$ cat src/rtl/csum_pkg.sv
package csum_pkg;

    typedef enum logic [1:0] {
        ST_IDLE = 2'd0,
        ST_RUN  = 2'd1,
        ST_DONE = 2'd2
    } csum_state_e;

    localparam int CFG_REGS  = 7;
    localparam int CFG_W     = 16;
    localparam int CFG_IDX_W = $clog2(CFG_REGS + 1);

    // Per-register keep mask; indices beyond the block contribute nothing.
    function automatic logic [CFG_W-1:0] cfg_mask(input logic [CFG_IDX_W-1:0] idx);
        logic [CFG_W-1:0] m;
        case (idx)
            3'd0:    m = 16'hC10F;
            3'd1:    m = 16'h803F;
            3'd2:    m = 16'h87B3;
            3'd3:    m = 16'h310F;
            3'd4:    m = 16'h330F;
            3'd5:    m = 16'h0007;
            3'd6:    m = 16'hC003;
            default: m = 16'h0000;
        endcase
        return m;
    endfunction

endpackage

$ cat src/rtl/csum_ctrl.sv
module csum_ctrl
    import csum_pkg::*;
(
    input  logic clk,
    input  logic rst_n,
    input  logic start_i,
    input  logic last_i,
    output logic run_o,
    output logic done_o
);

    csum_state_e state_q;
    csum_state_e state_d;

    // State register
    always_ff @(posedge clk or negedge rst_n) begin
        if (!rst_n) begin
            state_q <= ST_IDLE;
        end else begin
            state_q <= state_d;
        end
    end

    // Transitions: arm, restart, close, retire, rearm
    always_comb begin
        state_d = state_q;
        if (start_i) begin
            state_d = ST_RUN;
        end else begin
            unique case (state_q)
                ST_IDLE: state_d = ST_IDLE;
                ST_RUN:  state_d = last_i ? ST_DONE : ST_RUN;
                ST_DONE: state_d = ST_IDLE;
                default: state_d = ST_IDLE;
            endcase
        end
    end

    // Outputs decoded from the state
    always_comb begin
        run_o  = 1'b0;
        done_o = 1'b0;
        unique case (state_q)
            ST_IDLE: ;
            ST_RUN:  run_o  = 1'b1;
            ST_DONE: done_o = 1'b1;
            default: ;
        endcase
    end

endmodule

$ cat src/rtl/csum_code_path.sv
module csum_code_path #(
    parameter int ADDR_W     = 24,
    parameter int CODE_BYTES = 3,
    parameter int SUM_W      = 16
) (
    input  logic                  run_i,
    input  logic                  prot_i,
    input  logic                  vld_i,
    input  logic [ADDR_W-1:0]     addr_i,
    input  logic [8*CODE_BYTES-1:0] data_i,
    input  logic [ADDR_W-1:0]     lo_i,
    input  logic [ADDR_W-1:0]     hi_i,
    output logic [SUM_W-1:0]      add_o
);

    logic [SUM_W-1:0] part [CODE_BYTES+1];
    logic             in_win;
    logic             take;

    assign part[0] = '0;

    generate
        for (genvar b = 0; b < CODE_BYTES; b++) begin : g_byte
            assign part[b+1] = part[b] + SUM_W'(data_i[8*b +: 8]);
        end
    endgenerate

    assign in_win = (addr_i >= lo_i) && (addr_i <= hi_i);
    assign take   = run_i && !prot_i && vld_i && in_win;
    assign add_o  = take ? part[CODE_BYTES] : '0;

endmodule

$ cat src/rtl/csum_cfg_path.sv
module csum_cfg_path
    import csum_pkg::*;
#(
    parameter int               SUM_W    = 16,
    parameter int               PROT_IDX = 5,
    parameter logic [CFG_W-1:0] PROT_VAL = 16'h0005
) (
    input  logic                 run_i,
    input  logic                 prot_i,
    input  logic                 vld_i,
    input  logic [CFG_IDX_W-1:0] idx_i,
    input  logic [CFG_W-1:0]     data_i,
    output logic [SUM_W-1:0]     add_o
);

    logic [CFG_W-1:0] raw;
    logic [CFG_W-1:0] kept;

    assign raw   = (prot_i && (idx_i == CFG_IDX_W'(PROT_IDX))) ? PROT_VAL : data_i;
    assign kept  = raw & cfg_mask(idx_i);
    assign add_o = (run_i && vld_i) ? (SUM_W'(kept[7:0]) + SUM_W'(kept[15:8])) : '0;

endmodule

$ cat src/rtl/csum_engine.sv
module csum_engine
    import csum_pkg::*;
#(
    parameter int ADDR_W     = 24,
    parameter int CODE_BYTES = 3,
    parameter int SUM_W      = 16
) (
    input  logic                    clk,
    input  logic                    rst_n,
    input  logic                    start_i,
    input  logic [ADDR_W-1:0]       win_lo_i,
    input  logic [ADDR_W-1:0]       win_hi_i,
    input  logic                    protect_i,
    input  logic                    code_vld_i,
    input  logic [ADDR_W-1:0]       code_addr_i,
    input  logic [8*CODE_BYTES-1:0] code_data_i,
    input  logic                    cfg_vld_i,
    input  logic [CFG_IDX_W-1:0]    cfg_idx_i,
    input  logic [CFG_W-1:0]        cfg_data_i,
    input  logic                    last_i,
    output logic                    busy_o,
    output logic                    done_o,
    output logic [SUM_W-1:0]        sum_o
);

    logic              run;
    logic [ADDR_W-1:0] lo_q;
    logic [ADDR_W-1:0] hi_q;
    logic              prot_q;
    logic [SUM_W-1:0]  acc_q;
    logic [SUM_W-1:0]  code_add;
    logic [SUM_W-1:0]  cfg_add;

    csum_ctrl u_ctrl (
        .clk     (clk),
        .rst_n   (rst_n),
        .start_i (start_i),
        .last_i  (last_i),
        .run_o   (run),
        .done_o  (done_o)
    );

    // Run settings, captured on start
    always_ff @(posedge clk or negedge rst_n) begin
        if (!rst_n) begin
            lo_q   <= '0;
            hi_q   <= '0;
            prot_q <= 1'b0;
        end else if (start_i) begin
            lo_q   <= win_lo_i;
            hi_q   <= win_hi_i;
            prot_q <= protect_i;
        end
    end

    csum_code_path #(
        .ADDR_W     (ADDR_W),
        .CODE_BYTES (CODE_BYTES),
        .SUM_W      (SUM_W)
    ) u_code (
        .run_i  (run),
        .prot_i (prot_q),
        .vld_i  (code_vld_i),
        .addr_i (code_addr_i),
        .data_i (code_data_i),
        .lo_i   (lo_q),
        .hi_i   (hi_q),
        .add_o  (code_add)
    );

    csum_cfg_path #(
        .SUM_W (SUM_W)
    ) u_cfg (
        .run_i  (run),
        .prot_i (prot_q),
        .vld_i  (cfg_vld_i),
        .idx_i  (cfg_idx_i),
        .data_i (cfg_data_i),
        .add_o  (cfg_add)
    );

    // Accumulator: start clears with priority, otherwise add gated terms
    always_ff @(posedge clk or negedge rst_n) begin
        if (!rst_n) begin
            acc_q <= '0;
        end else if (start_i) begin
            acc_q <= '0;
        end else begin
            acc_q <= acc_q + code_add + cfg_add;
        end
    end

    assign busy_o = run;
    assign sum_o  = acc_q;

endmodule

$ cat config.mk
export PLATFORM = sky130hd
export DESIGN_NAME = csum_engine
export DESIGN_NICKNAME = d
export VERILOG_FILES = /design/src/rtl/csum_pkg.sv /design/src/rtl/csum_ctrl.sv /design/src/rtl/csum_code_path.sv /design/src/rtl/csum_cfg_path.sv /design/src/rtl/csum_engine.sv
export SDC_FILE = /design/constraint.sdc
export NUM_CORES = 1
export LEC_CHECK = 0
export BUFFER_PORTS_ARGS = -buffer_cell sky130_fd_sc_hd__buf_2
export CAP_MARGIN = 20
export CORE_MARGIN = 2
export CORE_UTILIZATION = 40
export DETAILED_ROUTE_END_ITERATION = 10
export GPL_TIMING_DRIVEN = 0
export MAX_ROUTING_LAYER = met4
export SLEW_MARGIN = 20
export SYNTH_ARGS = -nofsm -noshare
export SYNTH_HDL_FRONTEND = slang
export SYNTH_SLANG_ARGS = --single-unit
$ cat constraint.sdc
create_clock -name clk -period 5.5 [get_ports clk]
set_clock_uncertainty 0.05 [all_clocks]
set_input_delay 1.65 -clock clk [delete_from_list [all_inputs] [get_ports clk]]
set_output_delay 1.65 -clock clk [all_outputs]
set_load 0.02 [all_outputs]
# After elaboration in Yosys (flattened, before gate mapping)
# Cells that the tools add are included.
[word_totals]
input_bits = 122
ff_bits = 67
out_inout_bits = 18
elab_cells = 39
[classes]
eq_ne = 8
n_lt_le_gt_ge = 2
reduce_logical = 8
addsub = 5
bitwise_logic = 1
n_mux = 10
[op_table]
columns = ["cell", "count"]
rows = [
  ["$pmux 16 s7", 1],
  ["$mux 16", 4],
  ["$add 16x16->16", 2],
  ["$ge 24x24->1", 1],
  ["$le 24x24->1", 1],
  ["$add 8x8->9", 2],
  ["$add 16x8->16", 1],
  ["$and 16x16->16", 1],
  ["$eq 3x3->1 const B", 3],
  ["$eq 3x2->1 const B", 2],
  ["$logic_and 1x1->1", 6],
  ["$mux 2", 3],
  ["$eq 3x1->1 const B", 1],
  ["$logic_not 3->1", 1],
  ["$eq 2x1->1 const B", 1],
  ["$eq 2x2->1 const B", 1],
  ["$mux 1", 2],
  ["$logic_not 1->1", 1],
]

# Logic depth before layout (Yosys ltp)
# Gate-level depths: netlist of the first run.
[logic_depth]
word_depth = 9
ltp_mapped = 22
ltp_nobuf = 22

# By module
# Synthesis of the first run repeated with hierarchy kept, for this count alone.
[hier_totals]
hier_cells = 583
hier_area_um2 = 5879.4
[by_module_without_submodules]
columns = ["module", "n_inst", "cells_per_inst", "area_per_inst_um2", "seq_area_each_um2"]
rows = [
  ["csum_engine", 1, 248, 3337.0, 1626.6],
  ["csum_code_path", 1, 241, 1828.0, 0.0],
  ["csum_cfg_path", 1, 87, 618.1, 0.0],
  ["csum_ctrl", 1, 7, 96.3, 50.0],
]

# Worst setup path after synthesis of the first run
# OpenSTA, ideal clock, no wires.
[synth_timing]
path_type = "input to register"
startpoint = "input code_data_i[0]"
endpoint = "register acc_q[15] (netlist: sum_o[15])"
cell_stages = 20
t_required_ns = 5.372
arrival_time_ns = 5.587
setup_slack_ns = -0.215
n_path_buf = 0
cell_sequence = "ha_1 inv_1 fa_1 nor2b_1 o21ai_1 a21oi_1 a211oi_1 xnor2_1 ha_1 a21o_1 a21oi_1 o21a_1 nand3_1 a211oi_2 fa_1 ha_1 and3_1 a21oi_1 or4_1 a21oi_1"
[synth_via]
elab_chain_len = 6
[synth_lines]
columns = ["element", "line_no", "source"]
rows = [
  ["from (decl)", "csum_engine.sv:16", "input logic [8*CODE_BYTES-1:0] code_data_i,"],
  ["$add 8x8->9", "csum_code_path.sv:24", "assign part[b+1] = part[b] + SUM_W'(data_i[8*b +: 8]);"],
  ["$add 16x8->16", "csum_code_path.sv:24", ""],
  ["$mux 16", "csum_code_path.sv:30", "assign add_o = take ? part[CODE_BYTES] : '0;"],
  ["$add 16x16->16 (2 in a row)", "csum_engine.sv:89", "acc_q <= acc_q + code_add + cfg_add;"],
  ["$mux 16", "csum_engine.sv:86", "end else if (start_i) begin"],
  ["to (signal assigned)", "csum_engine.sv:89", ""],
  ["to (decl)", "csum_engine.sv:30", "logic [SUM_W-1:0] acc_q;"],
]
# Every way passes these cells.
# A chain may end at the register's enable or synchronous reset.

# Worst setup path in the final report of the first run
# Ends and elaborated chain as after synthesis.

==> results of run 1 <==
[metal layers]
metal	GRT usage, %	routed length (um)	vias to the layer above
met5	-	0	-
met4	4.94	73	0
met3	4.62	811	4
met2	34.1	6670	126
met1	26.1	6490	2297
li1	-	-	2442
[worst min path at each step]
stage | from | to | slack (ns) | depth (start not counted)
4_1_cts | hi_q[0] | hi_q[0] | 0.48 | 1
2_1_floorplan | hi_q[0] | hi_q[0] | 0.43 | 1
3_3_place_gp | hi_q[0] | hi_q[0] | 0.45 | 1
5_1_grt | hi_q[0] | hi_q[0] | 0.48 | 1
6_report | hi_q[0] | hi_q[0] | 0.47 | 1
3_5_place_dp | hi_q[0] | hi_q[0] | 0.46 | 1
[power groups by stage]
stage	logic, uW	registers, uW	clock network [uW]
after CTS	539	555	650
after global routing	629	558	674
after global placement	490	562	0
final	558	554	634
after detailed placement	505	564	0
after floorplan	340	570	0
[cell type report]
class | instances | area (um^2)
antenna | 3 | 7.51
buffer | 16 | 66.3
clock buffer | 11 | 243
clock inverter | 5 | 85.1
fill | 1225 | 6130
inverter | 68 | 255
multi-input combinational | 457 | 3760
sequential | 67 | 1680
tap | 176 | 220
timing repair buffer | 152 | 851
[registers in the layout (all words and copies together), names as in the netlist]
name and flops:
hi_q 24, lo_q 24, prot_q 1, sum_o 16, u_ctrl.state_q 2
[cell families after synthesis]
group | after synthesis | synth area share (%)
AO/OA/AOI/OAI | 159 | 18.5
XOR/XNOR | 24 | 3.85
adder cells (fa/ha/maj) | 94 | 23.3
buffers and inverters | 84 | 5.77
flip-flops | 67 | 30.7
multiplexers | 4 | 0.825
AND/OR/NAND/NOR | 176 | 17.0
[per-stage QoR]
stage,cells,util [%]
2_1_floorplan,608,-
3_5_place_dp,920,48.9
5_1_grt,954,53.9
3_3_place_gp,919,48.7
6_report,955,53.9
4_1_cts,944,52.6
[Yosys cell counts (all sizes together) (2+ instances only)]
library cell,instances,area (um^2)
nand3,11,55.1
clkbuf,14,52.6
nand4,8,56.3
a31o,3,26.3
fa,13,260
o22ai,2,12.5
o21a,5,45.0
dfrtp,67,1680
and3,5,31.3
nor2b,14,87.6
o21ai,58,290
buf,2,7.51
nand3b,3,22.5
o31ai,2,15.0
a211oi,3,27.5
and2,5,31.3
nand2,68,263
ha,81,1010
a2111oi,3,51.3
or4,4,37.5
nor2,24,90.1
o21bai,4,33.8
nor3,14,105
a31oi,4,40.0
or3,3,18.8
nor3b,7,52.6
nor4,2,18.8
o211ai,3,22.5
a21oi,42,210
xnor2,20,175
a211o,2,17.5
or2,3,18.8
mux2,4,45.0
inv,68,255
nand2b,3,26.3
a21o,22,165
xor2,4,35.0
[timing repair]
item                                    in CTS  in global routing
endpoints found under the setup margin       6                  8
buffers inserted                             8                  8
resized for setup                           16                 24
pin swaps                                   13                  7
==> flow_summary.json, run 1 <==
{
  "crit_path_start_kind": "input port",
  "tns_ns": 0,
  "async_reset_ff_share_pct": 100,
  "cts_tree": "built",
  "drv_cap": 0,
  "clock_sinks": 67,
  "holdWs_ns": 0.469,
  "synth.distinct_cells": 59,
  "p_seq_share_pct": 31.7,
  "grt_pass1_vias": 5056,
  "clock_latency_ns": 0.33,
  "slew_headroom_pct": 61.7,
  "grt_usage_pct": 20.8,
  "drv_slew": 0,
  "place_area_mm2": 0.00651,
  "layout_worst_path_cycle_share_pct": 99.6,
  "worstSetupStartpoint": "code_data_i[0]",
  "wl_per_cell_um": 14.7,
  "finalWorstSetupSlack_ns": 0.0193,
  "cp_common_cell": "a21oi_2",
  "slowest_delay_ns": 0.49,
  "via_count": 4869,
  "crit_family": "adder cells",
  "ys_seq_area_share_pct": 30.7,
  "path_class": "input port to register",
  "setup_viol": 0,
  "synth-main-ff-cell": "dfrtp_1",
  "p_switching_uw": 545,
  "rows": 42,
  "synth_edf_count": 0,
  "r2r_cells": 16,
  "p_int_uw": 1200,
  "place_congestion": 0.891,
  "cp_data_arrival_time_ns": 5.69,
  "boundaryPins": 140,
  "h-tree-depth": 3,
  "layout_common_cells": "132 x buf_2, 71 x ha_1, 67 x dfrtp_1",
  "numCtsBuffers": 9,
  "ys_ff_latch": 67,
  "grt_overflow": 0,
  "switching_share_pct": 31.2,
  "synthesis.area_mm2": 0.00546,
  "area_growth_pct": 31.2,
  "path_depth": 21,
  "hold_viol_final": 0,
  "comb_power_share_pct": 32.0,
  "period_minus_slack_ns": 5.48,
  "wirelength_um": 14000,
  "hpwl_um": 11200,
  "synth_fp_nets": 824,
  "end_kind": "register",
  "grt_max_degree": 42,
  "crit_end": "sum_o[15]",
  "crit_required_ns": 5.71,
  "fmax_mhz": 182,
  "tightest_slew_ns": 0.575,
  "clock_power_share_pct": 36.3,
  "first_iter_violations": 173,
  "drive_above_1_share_pct": 30.2,
  "initial_core_util_pct": 41.1,
  "dieArea_mm2": 0.0146,
  "clk_path_buf_depth": 2,
  "dieWidth_um": 121,
  "syn_area_per_cell_um2": 8.98,
  "nNetsFinal": 987,
  "cp_cell_sequence": "buf_6 -> ha_4 -> inv_2 -> fa_2 -> nor2b_1 -> o21ai_2 -> a21oi_2 -> a211oi_2 -> xnor2_1 -> ha_1 -> a21o_1 -> a21oi_2 -> o21a_1 -> nand3_1 -> a211oi_2 -> fa_2 -> ha_4 -> and3_4 -> a21oi_2 -> or4_1 -> a21oi_2",
  "path_max_fanout": 6,
  "holdCritPathClass": "register to register",
  "clockRootBuffer": "clkbuf_16",
  "dr.pass1.iters": 6,
  "total_power_uw": 1750,
  "p_leak_uw": 0.00359,
  "path_buf_inv": 2,
  "yosysWarnings": 0,
  "drcViolationCount": 0,
  "die_h_um": 121,
  "viasPerCell": 5.10,
  "r2r_end": "sum_o[9]",
  "rsz0062_at_grt": "true",
  "dp_slack_ns": -0.581,
  "vdd_drop_max_mv": 0.139,
  "reg2reg_slack_ns": 1.11,
  "postCtsHoldBufs": 0,
  "status": "complete, no violations",
  "detail-route-antenna-nets": 0,
  "mostFrequentLayoutCell": "buf_2",
  "port_buffers": 135,
  "regToRegStartpoint": "lo_q[0]",
  "final_cell_area_mm2": 0.00716,
  "antenna_found_initial": 2,
  "grt_pass1_wl_um": 23500,
  "slowest_stage": "fa_2",
  "powerDensity_mw_per_mm2": 244,
  "clk_pin_slew_ns": 0.06,
  "core_mm2": 0.0133,
  "synth_cells": 608
}
No activity file was read; power rests on OpenSTA's default activity.
==> run 2: changes to the inputs <==
--- a/config.mk
+++ b/config.mk
@@ -7,11 +7,14 @@
 export LEC_CHECK = 0
 export BUFFER_PORTS_ARGS = -buffer_cell sky130_fd_sc_hd__buf_2
 export CAP_MARGIN = 20
+export CORE_ASPECT_RATIO = 1.2
 export CORE_MARGIN = 2
-export CORE_UTILIZATION = 40
+export CORE_UTILIZATION = 45
 export DETAILED_ROUTE_END_ITERATION = 10
+export GPL_ROUTABILITY_DRIVEN = 0
 export GPL_TIMING_DRIVEN = 0
 export MAX_ROUTING_LAYER = met4
+export PLACE_DENSITY = 0.7
 export SLEW_MARGIN = 20
 export SYNTH_ARGS = -nofsm -noshare
 export SYNTH_HDL_FRONTEND = slang
==> flow_summary.json, run 2 (synthesis gave the netlist of run 1 again) <==
{
  "holdCritPathClass": "register to register",
  "antenna_found_initial": 1,
  "drv_cap": 0,
  "regToRegStartpoint": "hi_q[23]",
  "end_kind": "register",
  "crit_required_ns": 5.65,
  "grt_overflow": 0,
  "nNetsFinal": 993,
  "setup_viol": 3,
  "port_buffers": 135,
  "crit_path_start_kind": "input port",
  "rows": 44,
  "rsz0062_at_grt": "true",
  "r2r_end": "sum_o[9]",
  "holdWs_ns": 0.462,
  "path_class": "input port to register",
  "layout_worst_path_cycle_share_pct": 101,
  "powerDensity_mw_per_mm2": 241,
  "cp_common_cell": "a21oi_2",
  "clock_sinks": 67,
  "cts_tree": "built",
  "hold_viol_final": 0,
  "area_growth_pct": 33.5,
  "finalWorstSetupSlack_ns": -0.0480,
  "cp_cell_sequence": "buf_8 -> ha_4 -> inv_2 -> fa_2 -> nor2b_2 -> o21ai_2 -> a21oi_2 -> a211oi_2 -> xnor2_1 -> ha_1 -> a21o_1 -> a21oi_2 -> o21a_1 -> nand3_2 -> a211oi_2 -> fa_2 -> ha_4 -> a21o_1 -> a21o_4 -> a2111oi_4 -> buf_4 -> or3_4 -> a21oi_2",
  "drcViolationCount": 0,
  "path_max_fanout": 6,
  "p_leak_uw": 0.00363,
  "numCtsBuffers": 9,
  "detail-route-antenna-nets": 0,
  "slowest_delay_ns": 0.49,
  "fmax_mhz": 180,
  "wirelength_um": 14700,
  "slew_headroom_pct": 57.4,
  "layout_common_cells": "132 x buf_2, 67 x ha_1, 67 x dfrtp_1",
  "core_mm2": 0.0119,
  "tns_ns": -0.129,
  "wl_per_cell_um": 15.5,
  "grt_max_degree": 45,
  "hold_depth": 1,
  "clk_pin_slew_ns": 0.05,
  "dieArea_mm2": 0.0130,
  "vdd_drop_max_mv": 0.191,
  "period_minus_slack_ns": 5.55,
  "die_h_um": 125,
  "status": "finished with violations",
  "dieWidth_um": 105,
  "dr.pass1.iters": 5,
  "clockRootBuffer": "clkbuf_16",
  "min-delay-start": "hi_q[0]",
  "tightest_slew_ns": 0.639,
  "reg2reg_slack_ns": 1.15,
  "grt_pass1_vias": 5291,
  "h-tree-depth": 3,
  "clock_latency_ns": 0.34,
  "viasPerCell": 5.34,
  "initial_core_util_pct": 45.7,
  "min_to": "hi_q[0]",
  "worstSetupStartpoint": "code_data_i[0]",
  "slowest_stage": "fa_2",
  "via_count": 5043,
  "drive_above_1_share_pct": 33.6,
  "grt_pass1_wl_um": 24200,
  "violations": "negative setup slack",
  "boundaryPins": 140,
  "cp_data_arrival_time_ns": 5.70,
  "grt_usage_pct": 23.7,
  "clk_path_buf_depth": 2,
  "drv_slew": 0,
  "hpwl_um": 11200,
  "mostFrequentLayoutCell": "buf_2",
  "first_iter_violations": 311,
  "r2r_cells": 18
}
-- run 2: how the worst max path moves through the flow --
stage                           end  slack, ns  cells after the start
after floorplan           sum_o[15]     -0.006                     18
after global placement    sum_o[13]      -0.49                     18
after detailed placement  sum_o[11]      -0.61                     18
after CTS                 sum_o[11]      0.006                     21
after global routing      sum_o[15]      -0.24                     23
final                     sum_o[11]      -0.05                     23
-- run 2: stage by stage --
stage               setup slack (ns)  utilization [%]  cell area [um^2]  power, uW  std cells
floorplan                   -0.00649                -              5580        910        608
global placement              -0.495             54.1              6460       1040        904
detailed placement            -0.612             54.3              6490       1070        905
CTS                          0.00579             59.1              7060       1730        935
global route                  -0.238             61.0              7290       1860        944
finish                       -0.0480             61.0              7290       1760        945
-- run 2: per-layer routing --
layer	up-vias	share of wire, %	track usage, %
met5	-	0	-
met4	0	3.2	11.3
met3	35	5.3	3.72
met2	159	50	40.2
met1	2387	41	27.5
li1	2462	-	-
-- run 2: critical path: cells and delay by family --
kind	cells	cell delay (ns)
AOI/OAI and AO/OA	11	1.76
buffers and inverters	3	0.31
xor gates and xnor gates	1	0.14
and+or+nand+nor	3	0.36
adders and majority gates	5	1.48
-- run 2: what timing repair did --
item,CTS,global route
pin swaps,25,28
hold buffers,0,0
endpoints found under the setup margin,8,8
resized for setup,21,43
hold endpoints to repair,0,0
cloned,0,0
buffers inserted,15,8
-- run 2: power breakdown --
| group | switching (uW) | internal, uW |
|---|---|---|
| combinational | 316 | 269 |
| clock | 226 | 395 |
| sequential | 18.5 | 535 |
-- run 2: cell type report --
cell class	count	area, um^2
Clock inverter	7	92.6
Clock buffer	9	225
Timing Repair Buffer	159	895
Sequential cell	67	1680
Multi-Input combinational cell	457	3880
Buffer	15	61.3
Antenna cell	2	5.00
Fill cell	1055	4650
Inverter	68	255
Tap cell	161	201
==> run 3: changes to the inputs <==
--- a/config.mk
+++ b/config.mk
@@ -5,16 +5,17 @@
 export SDC_FILE = /design/constraint.sdc
 export NUM_CORES = 1
 export LEC_CHECK = 0
+export ABC_CLOCK_PERIOD_IN_PS = 5500
 export BUFFER_PORTS_ARGS = -buffer_cell sky130_fd_sc_hd__buf_2
 export CAP_MARGIN = 20
 export CORE_ASPECT_RATIO = 1.2
 export CORE_MARGIN = 2
-export CORE_UTILIZATION = 45
+export CORE_UTILIZATION = 50
 export DETAILED_ROUTE_END_ITERATION = 10
 export GPL_ROUTABILITY_DRIVEN = 0
 export GPL_TIMING_DRIVEN = 0
 export MAX_ROUTING_LAYER = met4
-export PLACE_DENSITY = 0.7
+export PLACE_DENSITY = 0.76
 export SLEW_MARGIN = 20
 export SYNTH_ARGS = -nofsm -noshare
 export SYNTH_HDL_FRONTEND = slang
==> flow_summary.json, run 3 (synthesis gave the netlist of run 1 again) <==
{
  "worstSetupStartpoint": "code_data_i[0]",
  "hold_depth": 1,
  "dieArea_mm2": 0.0118,
  "path_depth": 23,
  "cts_tree": "built",
  "slowest_stage": "fa_2",
  "path_max_fanout": 6,
  "drcViolationCount": 0,
  "end_kind": "register",
  "r2r_cells": 17,
  "min-delay-start": "hi_q[0]",
  "crit_end": "sum_o[13]",
  "boundaryPins": 140,
  "antenna_found_initial": 1,
  "viasPerCell": 5.57,
  "fillerInstances": 800,
  "clock_sinks": 67,
  "detail-route-antenna-nets": 0,
  "nNetsFinal": 988,
  "crit_required_ns": 5.70,
  "slowest_delay_ns": 0.60,
  "drv_slew": 0,
  "reg2reg_slack_ns": 0.94,
  "powerDensity_mw_per_mm2": 242,
  "grt_overflow": 0,
  "layout_common_cells": "127 x buf_2, 68 x ha_1, 67 x nand2_1, 67 x dfrtp_1, 64 x inv_1",
  "rows": 41,
  "cp_cell_sequence": "buf_6 -> ha_4 -> inv_2 -> fa_2 -> nor2b_2 -> o21ai_2 -> a21oi_2 -> a211oi_2 -> xnor2_1 -> ha_1 -> a21o_1 -> a21oi_2 -> o21a_1 -> a21o_1 -> a211oi_4 -> fa_2 -> ha_4 -> a21o_1 -> a21o_4 -> a2111oi_4 -> buf_4 -> or4_1 -> a21oi_1",
  "fmax_mhz": 178,
  "area_growth_pct": 32.4,
  "crit_path_start_kind": "input port",
  "clock_latency_ns": 0.34,
  "first_iter_violations": 249,
  "period_minus_slack_ns": 5.62,
  "via_count": 5043,
  "status": "finished with violations",
  "violations": "negative setup slack",
  "tns_ns": -0.295,
  "clk_path_buf_depth": 2,
  "hpwl_um": 11000,
  "holdCritPathClass": "register to register",
  "initial_core_util_pct": 51.7,
  "finalWorstSetupSlack_ns": -0.123,
  "path_buf_inv": 3,
  "clockRootBuffer": "clkbuf_16",
  "core_mm2": 0.0106,
  "cp_common_cell": "a21o_1",
  "port_buffers": 135,
  "regToRegStartpoint": "hi_q[21]",
  "clk_pin_slew_ns": 0.05,
  "cp_data_arrival_time_ns": 5.82,
  "layout_worst_path_cycle_share_pct": 102,
  "wl_per_cell_um": 16.0,
  "total_power_uw": 1750,
  "grt_pass1_wl_um": 23400,
  "postCtsHoldBufs": 0,
  "wirelength_um": 14500,
  "path_class": "input port to register",
  "slew_headroom_pct": 57.0,
  "p_leak_uw": 0.00362,
  "fin_cells": 906,
  "mostFrequentLayoutCell": "buf_2",
  "setup_viol": 3,
  "dr.pass1.iters": 4,
  "dp.cells": 873,
  "grt_max_degree": 53,
  "r2r_end": "sum_o[13]",
  "drive_above_1_share_pct": 32.6,
  "hold_viol_final": 0,
  "die_h_um": 118,
  "drv_cap": 0,
  "dieWidth_um": 99.4,
  "grt_pass1_vias": 5182,
  "numCtsBuffers": 9,
  "vdd_drop_max_mv": 0.228,
  "crit_family": "compound AO/OA/AOI/OAI gates",
  "h-tree-depth": 3,
  "tightest_slew_ns": 0.645,
  "rsz0062_at_grt": "true",
  "grt_usage_pct": 25.3
}
run 3: cell count changes in the layout (fill, tap and decap cells not counted), moves of 3 or more:
cell / delta
buf_6: +5
buf_2: -5
o21ai_1: -5
buf_4: -5
clkinvlp_4: -3
clkbuf_8: +4
o21ai_0: +3
a21oi_2: -3
run 3: worst min path at each step:
stage	to	slack, ns
floorplan	hi_q[0]	0.43
global placement	hi_q[0]	0.45
detailed placement	hi_q[0]	0.48
CTS	hi_q[0]	0.49
global route	hi_q[11]	0.51
finish	hi_q[0]	0.48
run 3: area by class of cell:
| cell class | instances | area [um^2] | area share [%] |
|---|---|---|---|
| Sequential cell | 67 | 1680 | 23.2 |
| Clock inverter | 1 | 30.0 | 0.415 |
| Tap cell | 129 | 161 | 2.23 |
| Buffer | 15 | 61.3 | 0.848 |
| Multi-Input combinational cell | 457 | 3880 | 53.6 |
| Timing Repair Buffer | 154 | 881 | 12.2 |
| Antenna cell | 1 | 2.50 | 0.0346 |
| Inverter | 68 | 255 | 3.53 |
| Clock buffer | 14 | 284 | 3.93 |
run 3: repair_timing:
action | CTS | global route
pin swaps | 20 | 30
setup endpoints to repair | 8 | 8
setup buffers | 12 | 6
resized for setup | 25 | 43
run 3: through the flow:
stage | hold WS (ns) | setup slack [ns] | utilization, % | cell area [um^2]
CTS | 0.487 | -0.0182 | 66.3 | 7000
global placement | 0.453 | -0.490 | 60.7 | 6420
floorplan | 0.435 | -0.00649 | - | 5580
finish | 0.481 | -0.123 | 68.4 | 7230
global route | 0.511 | -0.276 | 68.4 | 7230
detailed placement | 0.475 | -0.649 | 61.0 | 6450
run 3: layer usage:
| metal | GRT usage, % | wire (um) | vias to the layer above |
|---|---|---|---|
| met3 | 4.79 | 735 | 39 |
| li1 | - | - | 2443 |
| met1 | 29.1 | 5890 | 2406 |
| met2 | 44.1 | 7390 | 155 |
| met4 | 8.48 | 482 | 0 |
| met5 | - | 0 | - |
run 3: power by group:
group / leakage (uW) / switching [uW] / internal [uW] / total (uW)
combinational: 0.00263 / 322 / 270 / 592
clock: 0.000155 / 208 / 398 / 606
sequential: 0.000838 / 17.7 / 536 / 553
total: 0.00362 / 547 / 1200 / 1750
